File: src/rtl/slowrc_cal_pkg.sv
package slowrc_cal_pkg;

  typedef enum logic [2:0] {
    CAL_IDLE,
    CAL_WAIT,
    CAL_READ,
    CAL_COARSE,
    CAL_AVG_PREP,
    CAL_AVG
  } cal_state_e;

endpackage

File: src/rtl/slowrc_settle_timer.sv
module slowrc_settle_timer #(
  parameter int SETTLE_US = 4250
) (
  input  logic clk,
  input  logic rst_n,
  input  logic run_i,
  input  logic tick_i,
  output logic expire_o
);
  localparam int CNT_W = (SETTLE_US > 1) ? $clog2(SETTLE_US) : 1;
  localparam logic [CNT_W-1:0] LAST = CNT_W'(SETTLE_US - 1);

  logic [CNT_W-1:0] cnt_q;

  // counter restarts whenever the sequencer is outside a wait
  always_ff @(posedge clk or negedge rst_n) begin
    if (!rst_n) begin
      cnt_q <= '0;
    end else if (!run_i) begin
      cnt_q <= '0;
    end else if (tick_i && cnt_q != LAST) begin
      cnt_q <= cnt_q + 1'b1;
    end
  end

  assign expire_o = run_i && tick_i && (cnt_q == LAST);
endmodule

File: src/rtl/slowrc_period_accum.sv
module slowrc_period_accum #(
  parameter int PERIOD_W    = 16,
  parameter int NUM_SAMPLES = 8
) (
  input  logic                clk,
  input  logic                rst_n,
  input  logic                clr_i,
  input  logic                add_i,
  input  logic [PERIOD_W-1:0] data_i,
  output logic                last_o,
  output logic [PERIOD_W-1:0] avg_o
);
  localparam int LOG2_N = (NUM_SAMPLES > 1) ? $clog2(NUM_SAMPLES) : 1;
  localparam int SUM_W  = PERIOD_W + LOG2_N;
  localparam logic [LOG2_N-1:0] CNT_LAST = LOG2_N'(NUM_SAMPLES - 1);
  localparam logic [SUM_W:0]    HALF     = (SUM_W+1)'(NUM_SAMPLES / 2);

  logic [SUM_W-1:0]  sum_q;
  logic [LOG2_N-1:0] cnt_q;
  logic [SUM_W:0]    rounded;

  always_ff @(posedge clk or negedge rst_n) begin
    if (!rst_n) begin
      sum_q <= '0;
      cnt_q <= '0;
    end else if (clr_i) begin
      sum_q <= '0;
      cnt_q <= '0;
    end else if (add_i) begin
      sum_q <= sum_q + SUM_W'(data_i);
      cnt_q <= cnt_q + 1'b1;
    end
  end

  assign last_o  = add_i && (cnt_q == CNT_LAST);
  assign rounded = {1'b0, sum_q} + HALF;
  assign avg_o   = rounded[LOG2_N +: PERIOD_W];
endmodule

File: src/rtl/slowrc_coarse_calc.sv
module slowrc_coarse_calc #(
  parameter int PERIOD_W       = 16,
  parameter int TUNE_W         = 4,
  parameter int CALC_W         = 32,
  parameter int TARGET_ROUNDED = 19600
) (
  input  logic [PERIOD_W-1:0] period_i,
  output logic                neg_o,
  output logic [CALC_W-1:0]   mag_o,
  input  logic                neg_i,
  input  logic [CALC_W-1:0]   quot_i,
  output logic [TUNE_W-1:0]   tune_o
);
  localparam logic [CALC_W-1:0] POS_LIM = CALC_W'(2 ** (TUNE_W - 1) - 1);
  localparam logic [CALC_W-1:0] NEG_LIM = CALC_W'(2 ** (TUNE_W - 1));

  logic signed [CALC_W:0] diff_s;
  logic        [CALC_W:0] diff_neg;

  // signed difference from the rounded target; magnitude goes to the divider
  always_comb begin
    diff_s   = $signed((CALC_W+1)'(TARGET_ROUNDED)) -
               $signed({{(CALC_W+1-PERIOD_W){1'b0}}, period_i});
    diff_neg = -diff_s;
    neg_o    = diff_s[CALC_W];
    mag_o    = neg_o ? diff_neg[CALC_W-1:0] : diff_s[CALC_W-1:0];
  end

  // sign restored after a magnitude division truncates toward zero; clamp to range
  always_comb begin
    if (!neg_i) begin
      tune_o = (quot_i > POS_LIM) ? POS_LIM[TUNE_W-1:0] : quot_i[TUNE_W-1:0];
    end else if (quot_i > NEG_LIM) begin
      tune_o = NEG_LIM[TUNE_W-1:0];
    end else begin
      tune_o = (~quot_i[TUNE_W-1:0]) + 1'b1;
    end
  end
endmodule

File: src/rtl/slowrc_seq_divider.sv
module slowrc_seq_divider #(
  parameter int W = 32
) (
  input  logic         clk,
  input  logic         rst_n,
  input  logic         start_i,
  input  logic [W-1:0] dividend_i,
  input  logic [W-1:0] divisor_i,
  output logic         done_o,
  output logic [W-1:0] quot_o
);
  localparam int CNT_W = $clog2(W + 1);

  logic [W:0]       rem_q;
  logic [W-1:0]     quo_q;
  logic [W-1:0]     dvs_q;
  logic [CNT_W-1:0] cnt_q;
  logic [W:0]       shifted;
  logic             fits;

  assign shifted = {rem_q[W-1:0], quo_q[W-1]};
  assign fits    = shifted >= {1'b0, dvs_q};

  // restoring division: one quotient bit per cycle, most significant first
  always_ff @(posedge clk or negedge rst_n) begin
    if (!rst_n) begin
      rem_q  <= '0;
      quo_q  <= '0;
      dvs_q  <= '0;
      cnt_q  <= '0;
      done_o <= 1'b0;
    end else begin
      done_o <= 1'b0;
      if (start_i) begin
        rem_q <= '0;
        quo_q <= dividend_i;
        dvs_q <= divisor_i;
        cnt_q <= CNT_W'(W);
      end else if (cnt_q != '0) begin
        rem_q <= fits ? (shifted - {1'b0, dvs_q}) : shifted;
        quo_q <= {quo_q[W-2:0], fits};
        cnt_q <= cnt_q - 1'b1;
        if (cnt_q == CNT_W'(1)) done_o <= 1'b1;
      end
    end
  end

  assign quot_o = quo_q;
endmodule

File: src/rtl/slowrc_cal_seq.sv
module slowrc_cal_seq
  import slowrc_cal_pkg::*;
#(
  parameter int PERIOD_W       = 16,
  parameter int TUNE_W         = 4,
  parameter int DIVR_W         = 16,
  parameter int SETTLE_US      = 4250,
  parameter int NUM_SAMPLES    = 8,
  parameter int TARGET_ROUNDED = 19600,
  parameter int STEP_SIZE      = 800,
  parameter int CAL_NUMERATOR  = 384000000,
  parameter int CALC_W         = 32,
  parameter logic [DIVR_W-1:0] DIV_RESET  = 16'h5000,
  parameter logic [TUNE_W-1:0] TUNE_RESET = '0
) (
  input  logic                clk,
  input  logic                rst_n,
  input  logic                start_i,
  input  logic                us_tick_i,
  input  logic [PERIOD_W-1:0] period_i,
  input  logic                period_valid_i,
  output logic                period_ready_o,
  output logic [TUNE_W-1:0]   tune_o,
  output logic [DIVR_W-1:0]   divisor_o,
  output logic                mode_o,
  output logic                busy_o,
  output logic                done_o
);
  localparam logic [CALC_W-1:0] STEP_C = CALC_W'(STEP_SIZE);
  localparam logic [CALC_W-1:0] NUM_C  = CALC_W'(CAL_NUMERATOR);

  cal_state_e state_q;
  logic       coarse_q;
  logic       neg_q;

  logic                taken;
  logic                settle_done;
  logic                acc_clr, acc_last;
  logic [PERIOD_W-1:0] avg;
  logic                calc_neg;
  logic [CALC_W-1:0]   calc_mag;
  logic [TUNE_W-1:0]   tune_next;
  logic                div_start, div_done;
  logic [CALC_W-1:0]   div_a, div_b, div_q;

  assign taken     = period_valid_i && period_ready_o;
  assign acc_clr   = (state_q == CAL_IDLE);
  assign div_start = (taken && coarse_q) ||
                     (state_q == CAL_AVG_PREP && avg != '0);
  assign div_a     = coarse_q ? calc_mag : NUM_C;
  assign div_b     = coarse_q ? STEP_C : CALC_W'(avg);

  slowrc_settle_timer #(.SETTLE_US(SETTLE_US)) u_timer (
    .clk      (clk),
    .rst_n    (rst_n),
    .run_i    (state_q == CAL_WAIT),
    .tick_i   (us_tick_i),
    .expire_o (settle_done)
  );

  slowrc_period_accum #(.PERIOD_W(PERIOD_W), .NUM_SAMPLES(NUM_SAMPLES)) u_accum (
    .clk    (clk),
    .rst_n  (rst_n),
    .clr_i  (acc_clr),
    .add_i  (taken && !coarse_q),
    .data_i (period_i),
    .last_o (acc_last),
    .avg_o  (avg)
  );

  slowrc_coarse_calc #(
    .PERIOD_W(PERIOD_W), .TUNE_W(TUNE_W), .CALC_W(CALC_W),
    .TARGET_ROUNDED(TARGET_ROUNDED)
  ) u_coarse (
    .period_i (period_i),
    .neg_o    (calc_neg),
    .mag_o    (calc_mag),
    .neg_i    (neg_q),
    .quot_i   (div_q),
    .tune_o   (tune_next)
  );

  slowrc_seq_divider #(.W(CALC_W)) u_div (
    .clk        (clk),
    .rst_n      (rst_n),
    .start_i    (div_start),
    .dividend_i (div_a),
    .divisor_i  (div_b),
    .done_o     (div_done),
    .quot_o     (div_q)
  );

  always_ff @(posedge clk or negedge rst_n) begin
    if (!rst_n) begin
      state_q        <= CAL_IDLE;
      coarse_q       <= 1'b0;
      neg_q          <= 1'b0;
      period_ready_o <= 1'b0;
      tune_o         <= TUNE_RESET;
      divisor_o      <= DIV_RESET;
      mode_o         <= 1'b0;
      busy_o         <= 1'b0;
      done_o         <= 1'b0;
    end else begin
      done_o <= 1'b0;
      unique case (state_q)
        CAL_IDLE: begin
          if (start_i) begin
            tune_o    <= TUNE_RESET;
            divisor_o <= DIV_RESET;
            mode_o    <= 1'b0;
            busy_o    <= 1'b1;
            coarse_q  <= 1'b1;
            state_q   <= CAL_WAIT;
          end
        end
        CAL_WAIT: begin
          if (settle_done) begin
            period_ready_o <= 1'b1;
            state_q        <= CAL_READ;
          end
        end
        CAL_READ: begin
          if (taken) begin
            period_ready_o <= 1'b0;
            if (coarse_q) begin
              neg_q   <= calc_neg;
              state_q <= CAL_COARSE;
            end else if (acc_last) begin
              state_q <= CAL_AVG_PREP;
            end else begin
              state_q <= CAL_WAIT;
            end
          end
        end
        CAL_COARSE: begin
          if (div_done) begin
            tune_o   <= tune_next;
            coarse_q <= 1'b0;
            state_q  <= CAL_WAIT;
          end
        end
        CAL_AVG_PREP: begin
          if (avg == '0) begin
            // zero average: divisor keeps its reset value
            done_o  <= 1'b1;
            busy_o  <= 1'b0;
            state_q <= CAL_IDLE;
          end else begin
            state_q <= CAL_AVG;
          end
        end
        CAL_AVG: begin
          if (div_done) begin
            divisor_o <= div_q[DIVR_W-1:0];
            done_o    <= 1'b1;
            busy_o    <= 1'b0;
            state_q   <= CAL_IDLE;
          end
        end
        default: state_q <= CAL_IDLE;
      endcase
    end
  end
endmodule

File: config.mk
export PLATFORM = sky130hd
export DESIGN_NAME = slowrc_cal_seq
export DESIGN_NICKNAME = d
export VERILOG_FILES = /design/src/rtl/slowrc_cal_pkg.sv /design/src/rtl/slowrc_settle_timer.sv /design/src/rtl/slowrc_period_accum.sv /design/src/rtl/slowrc_coarse_calc.sv /design/src/rtl/slowrc_seq_divider.sv /design/src/rtl/slowrc_cal_seq.sv
export SDC_FILE = /design/constraint.sdc
export NUM_CORES = 1
export LEC_CHECK = 0
export BUFFER_PORTS_ARGS = -buffer_cell sky130_fd_sc_hd__buf_2
export CAP_MARGIN = 20
export CORE_UTILIZATION = 50
export CTS_BUF_LIST = sky130_fd_sc_hd__clkbuf_4 sky130_fd_sc_hd__clkbuf_8 sky130_fd_sc_hd__clkbuf_16
export CTS_CLUSTER_SIZE = 16
export DETAILED_ROUTE_END_ITERATION = 10
export GPL_ROUTABILITY_DRIVEN = 0
export MAX_ROUTING_LAYER = met4
export PLACE_DENSITY = 0.63
export SYNTH_ARGS = -nofsm -noshare
export SYNTH_HDL_FRONTEND = slang
export SYNTH_SLANG_ARGS = --single-unit
File: constraint.sdc
create_clock -name clk -period 3.7 [get_ports clk]
set_input_delay 0.185 -clock clk [delete_from_list [all_inputs] [get_ports clk]]
set_output_delay 0.185 -clock clk [all_outputs]
set_load 0.05 [all_outputs]
==> results.md <==
- Status: completed
- WP data required: 4040 ps
- Most common cell after layout, fill and taps aside: dfrtp_1
- Post-Syn Area per Cell: 8.642 µm²
- Max VDD drop: 0.3231 mV
- Die Y-Extent: 141.7 µm
- Gr usage total: 26.28%
- Vias per cell: 5.796
- Sequential area share after synthesis: 38.50%
- CP Capture Type: register
- Antenna violations before repair: 0
- Detail Placement HPWL: 17,400 µm
- Total gr overflow: 0
- RSZ-0062 raised after global routing: false
- Skew final: 13.03 ps
- Worst Path Buf+Inv: 0
- Clk buf depth: 2
- Root buffer cell: clkbuf_16
- Number of setup violations in the final report: 0
- Commonest non-fill, non-tap cells in the layout: 148 x dfrtp_1, 145 x nand2_1, 110 x nor2_1
- Vias in the first global route: 7,782
- Share of the synthesized area in the top cell type: 37.96%
- Crit path cell chain: ha_1 -> or4_1 -> a21oi_1 -> o211ai_1 -> nor4_2 -> a211o_2 -> and2_1 -> nand2_2 -> o2bb2ai_1
- CP max FO: 16
- TritonCTS buffer count: 17
- EDFF count, synth: 0
- Post-cts sizing count: 0
- Num ports: 45
- Asr flop ratio synth: 100.0%
- Iteration-0 DRC Markers: 557
- Worst-Margin Slew: 857.6 ps
- First-pass GRT wire length: 40,240 µm
- Area delta synth->final: 10.59%
- Site row count: 50
- Top achievable clock speed: 0.3042 GHz
- Core region area: 18,890 µm²
- CTS tree: done
- Synth unique cells: 80
- Final Cycle Share: 88.86%
- H-tree depth: 4
- Minimum clock period: 3288 ps
- 1st-pass router iterations: 5
- Pwr Total: 0.005310 W
- #FFs+latches synth: 150
- Setup TNS: 0 ps
- Cells after synthesis: 1,129
- DIE AREA: 20,080 µm²
- Via count: 8,254
- Initial Utilization: 51.64%
- Crit path kind: reg -> reg
- Synth Flop Type: dfrtp_1
- Hold Crit Class: in -> reg
- Slew Viols, Final: 0
- Nature of the critical path startpoint: register
- Max_cap viols: 0
- Rel. slew slack: 42.83%
- P_leak: 4.737 nW
- Pwr dens: 492.1 nW/µm²
- Layout cells sized above 1: 10.57%
- Largest cells by area after synthesis: dfrtp_1 38%, nand2_1 5.7%, ha_1 5.4%
- Total Wirelength: 24,390 µm
- Antenna cell count: 0
- Top delay family on crit path: simple AND/OR/NAND/NOR gates
- Largest net degree at the start of global routing: 92
- Hold-fix buffers, CTS: 1
- Crit-path max cell delay: 570 ps
- Reg clk slew, reported paths: 70 ps
- Sink Count: 150
- Critical Path AT: 3630 ps
- Synth Cell Area: 9757 µm²
- Port buffer count: 43
- Syn. warnings: 0
- Post-synth top area cell: dfrtp_1
- Final hold vios: 0
- Mean routed wirelength per cell: 17.13 µm
- Clock insertion delay at the later pin of the skew report: 430 ps
- Nets@finish: 1,216
- # DRC: 0
- Synthesized Nets: 1,194
- Post-CTS Setup Inserts: 0
- CP max-delay cell: or4_1
- Die Wd: 141.7 µm
- Post-DRT Antenna Nets: 0
flip-flops by register name, indices dropped and copies added, names as in the netlist:
signal,cells
u_div.quot_o,32
u_div.rem_q,32
u_accum.sum_q,19
divisor_o,16
u_div.dvs_q,16
u_timer.cnt_q,13
u_div.cnt_q,6
tune_o,4
state_q,3
u_accum.cnt_q,3
busy_o,1
coarse_q,1
done_o,1
neg_q,1
period_ready_o,1
u_div.done_o,1
worst reg2reg max path, stage by stage (launching register included):
cell and delay [ps]:
dfrtp_1 440, ha_1 300, or4_1 570, a21oi_1 170, o211ai_1 120, nor4_2 270, a211o_2 270, and2_1 490
nand2_2 340, o2bb2ai_1 240
cell families (layout without fill, tap and decap cells):
group | count (synthesis) | in the layout | synth area share, %
simple gates | 439 | 439 | 21.83
flops | 150 | 150 | 38.50
xor+xnor | 95 | 95 | 8.528
buf+inv | 94 | 129 | 4.091
fa+ha+maj | 44 | 44 | 5.796
other cells | 1 | 1 | 0.03843
compound gates | 289 | 289 | 19.48
mux | 17 | 17 | 1.744
metal layers:
metal	vias up	GRT usage [%]	wire length [µm]
li1	4093	-	-
met1	3957	35.45	11790
met2	184	41.17	11370
met3	20	3.645	865
met4	0	7.866	366
met5	-	-	0
area by class of cell:
class                   count  area, µm²
flip-flops and latches    150       3756
clock inverters            15      185.2
multi-input cells         885       5612
well taps                 260      325.3
repair buffers             59      344.1
inverters                  38      142.6
clock buffers              17      425.4
fillers                  1718       8103
through the flow:
| stage | hold slack, ps | cell area (µm²) | cells | utilization, % | worst slack (ps) |
|---|---|---|---|---|---|
| finish | 55.49 | 10790 | 1424 | 57.11 | 412.2 |
| global route | 100.6 | 10790 | 1424 | 57.11 | 177.4 |
| CTS | 50.44 | 10790 | 1424 | 57.11 | 427.1 |
| detailed placement | 321.6 | 10170 | 1391 | 53.83 | 424.0 |
| global placement | 327.3 | 10170 | 1391 | 53.83 | 542.7 |
| floorplan | -110.6 | 9757 | 1129 | - | 1070 |
synth_stat cells, types with 18 or more instances:
master    instances
o22ai_1          21
a211oi_1         19
xor2_1           48
nand2_1         147
nor3_1           23
inv_1            38
ha_1             42
xnor2_1          47
buf_2            18
a21oi_1          74
o21ai_1          18
nand3_1          47
clkbuf_1         29
nor2_1          110
dfrtp_1         148
o21ai_0          41
power by group:
group / total [W] / switching (W) / internal, W
clock: 0.00182 / 0.000794 / 0.00103
combinational: 0.00143 / 0.000839 / 0.000588
sequential: 0.00206 / 0.000225 / 0.00184
total: 0.00531 / 0.00186 / 0.00345
path summary, 6_finish.rpt:
kind	startpoint	end	slack, ps	depth (start not counted)
worst min register to register	divisor_o[2]$_DFFE_PN0P_	divisor_o[2]$_DFFE_PN0P_	460	2
worst min-delay path	us_tick_i	period_ready_o$_DFFE_PN0P_	60	3
worst max register to register	u_accum.sum_q[2]$_DFFE_PN0P_	u_div.rem_q[31]$_DFFE_PN0P_	410	9
min in group asynchronous	rst_n	u_div.rem_q[3]$_DFFE_PN0P_	370	2
worst max-delay path	u_accum.sum_q[2]$_DFFE_PN0P_	u_div.rem_q[31]$_DFFE_PN0P_	410	9
max in group asynchronous	rst_n	u_div.dvs_q[9]$_DFFE_PN0N_	2280	3
(Power assumes the default switching activity.)
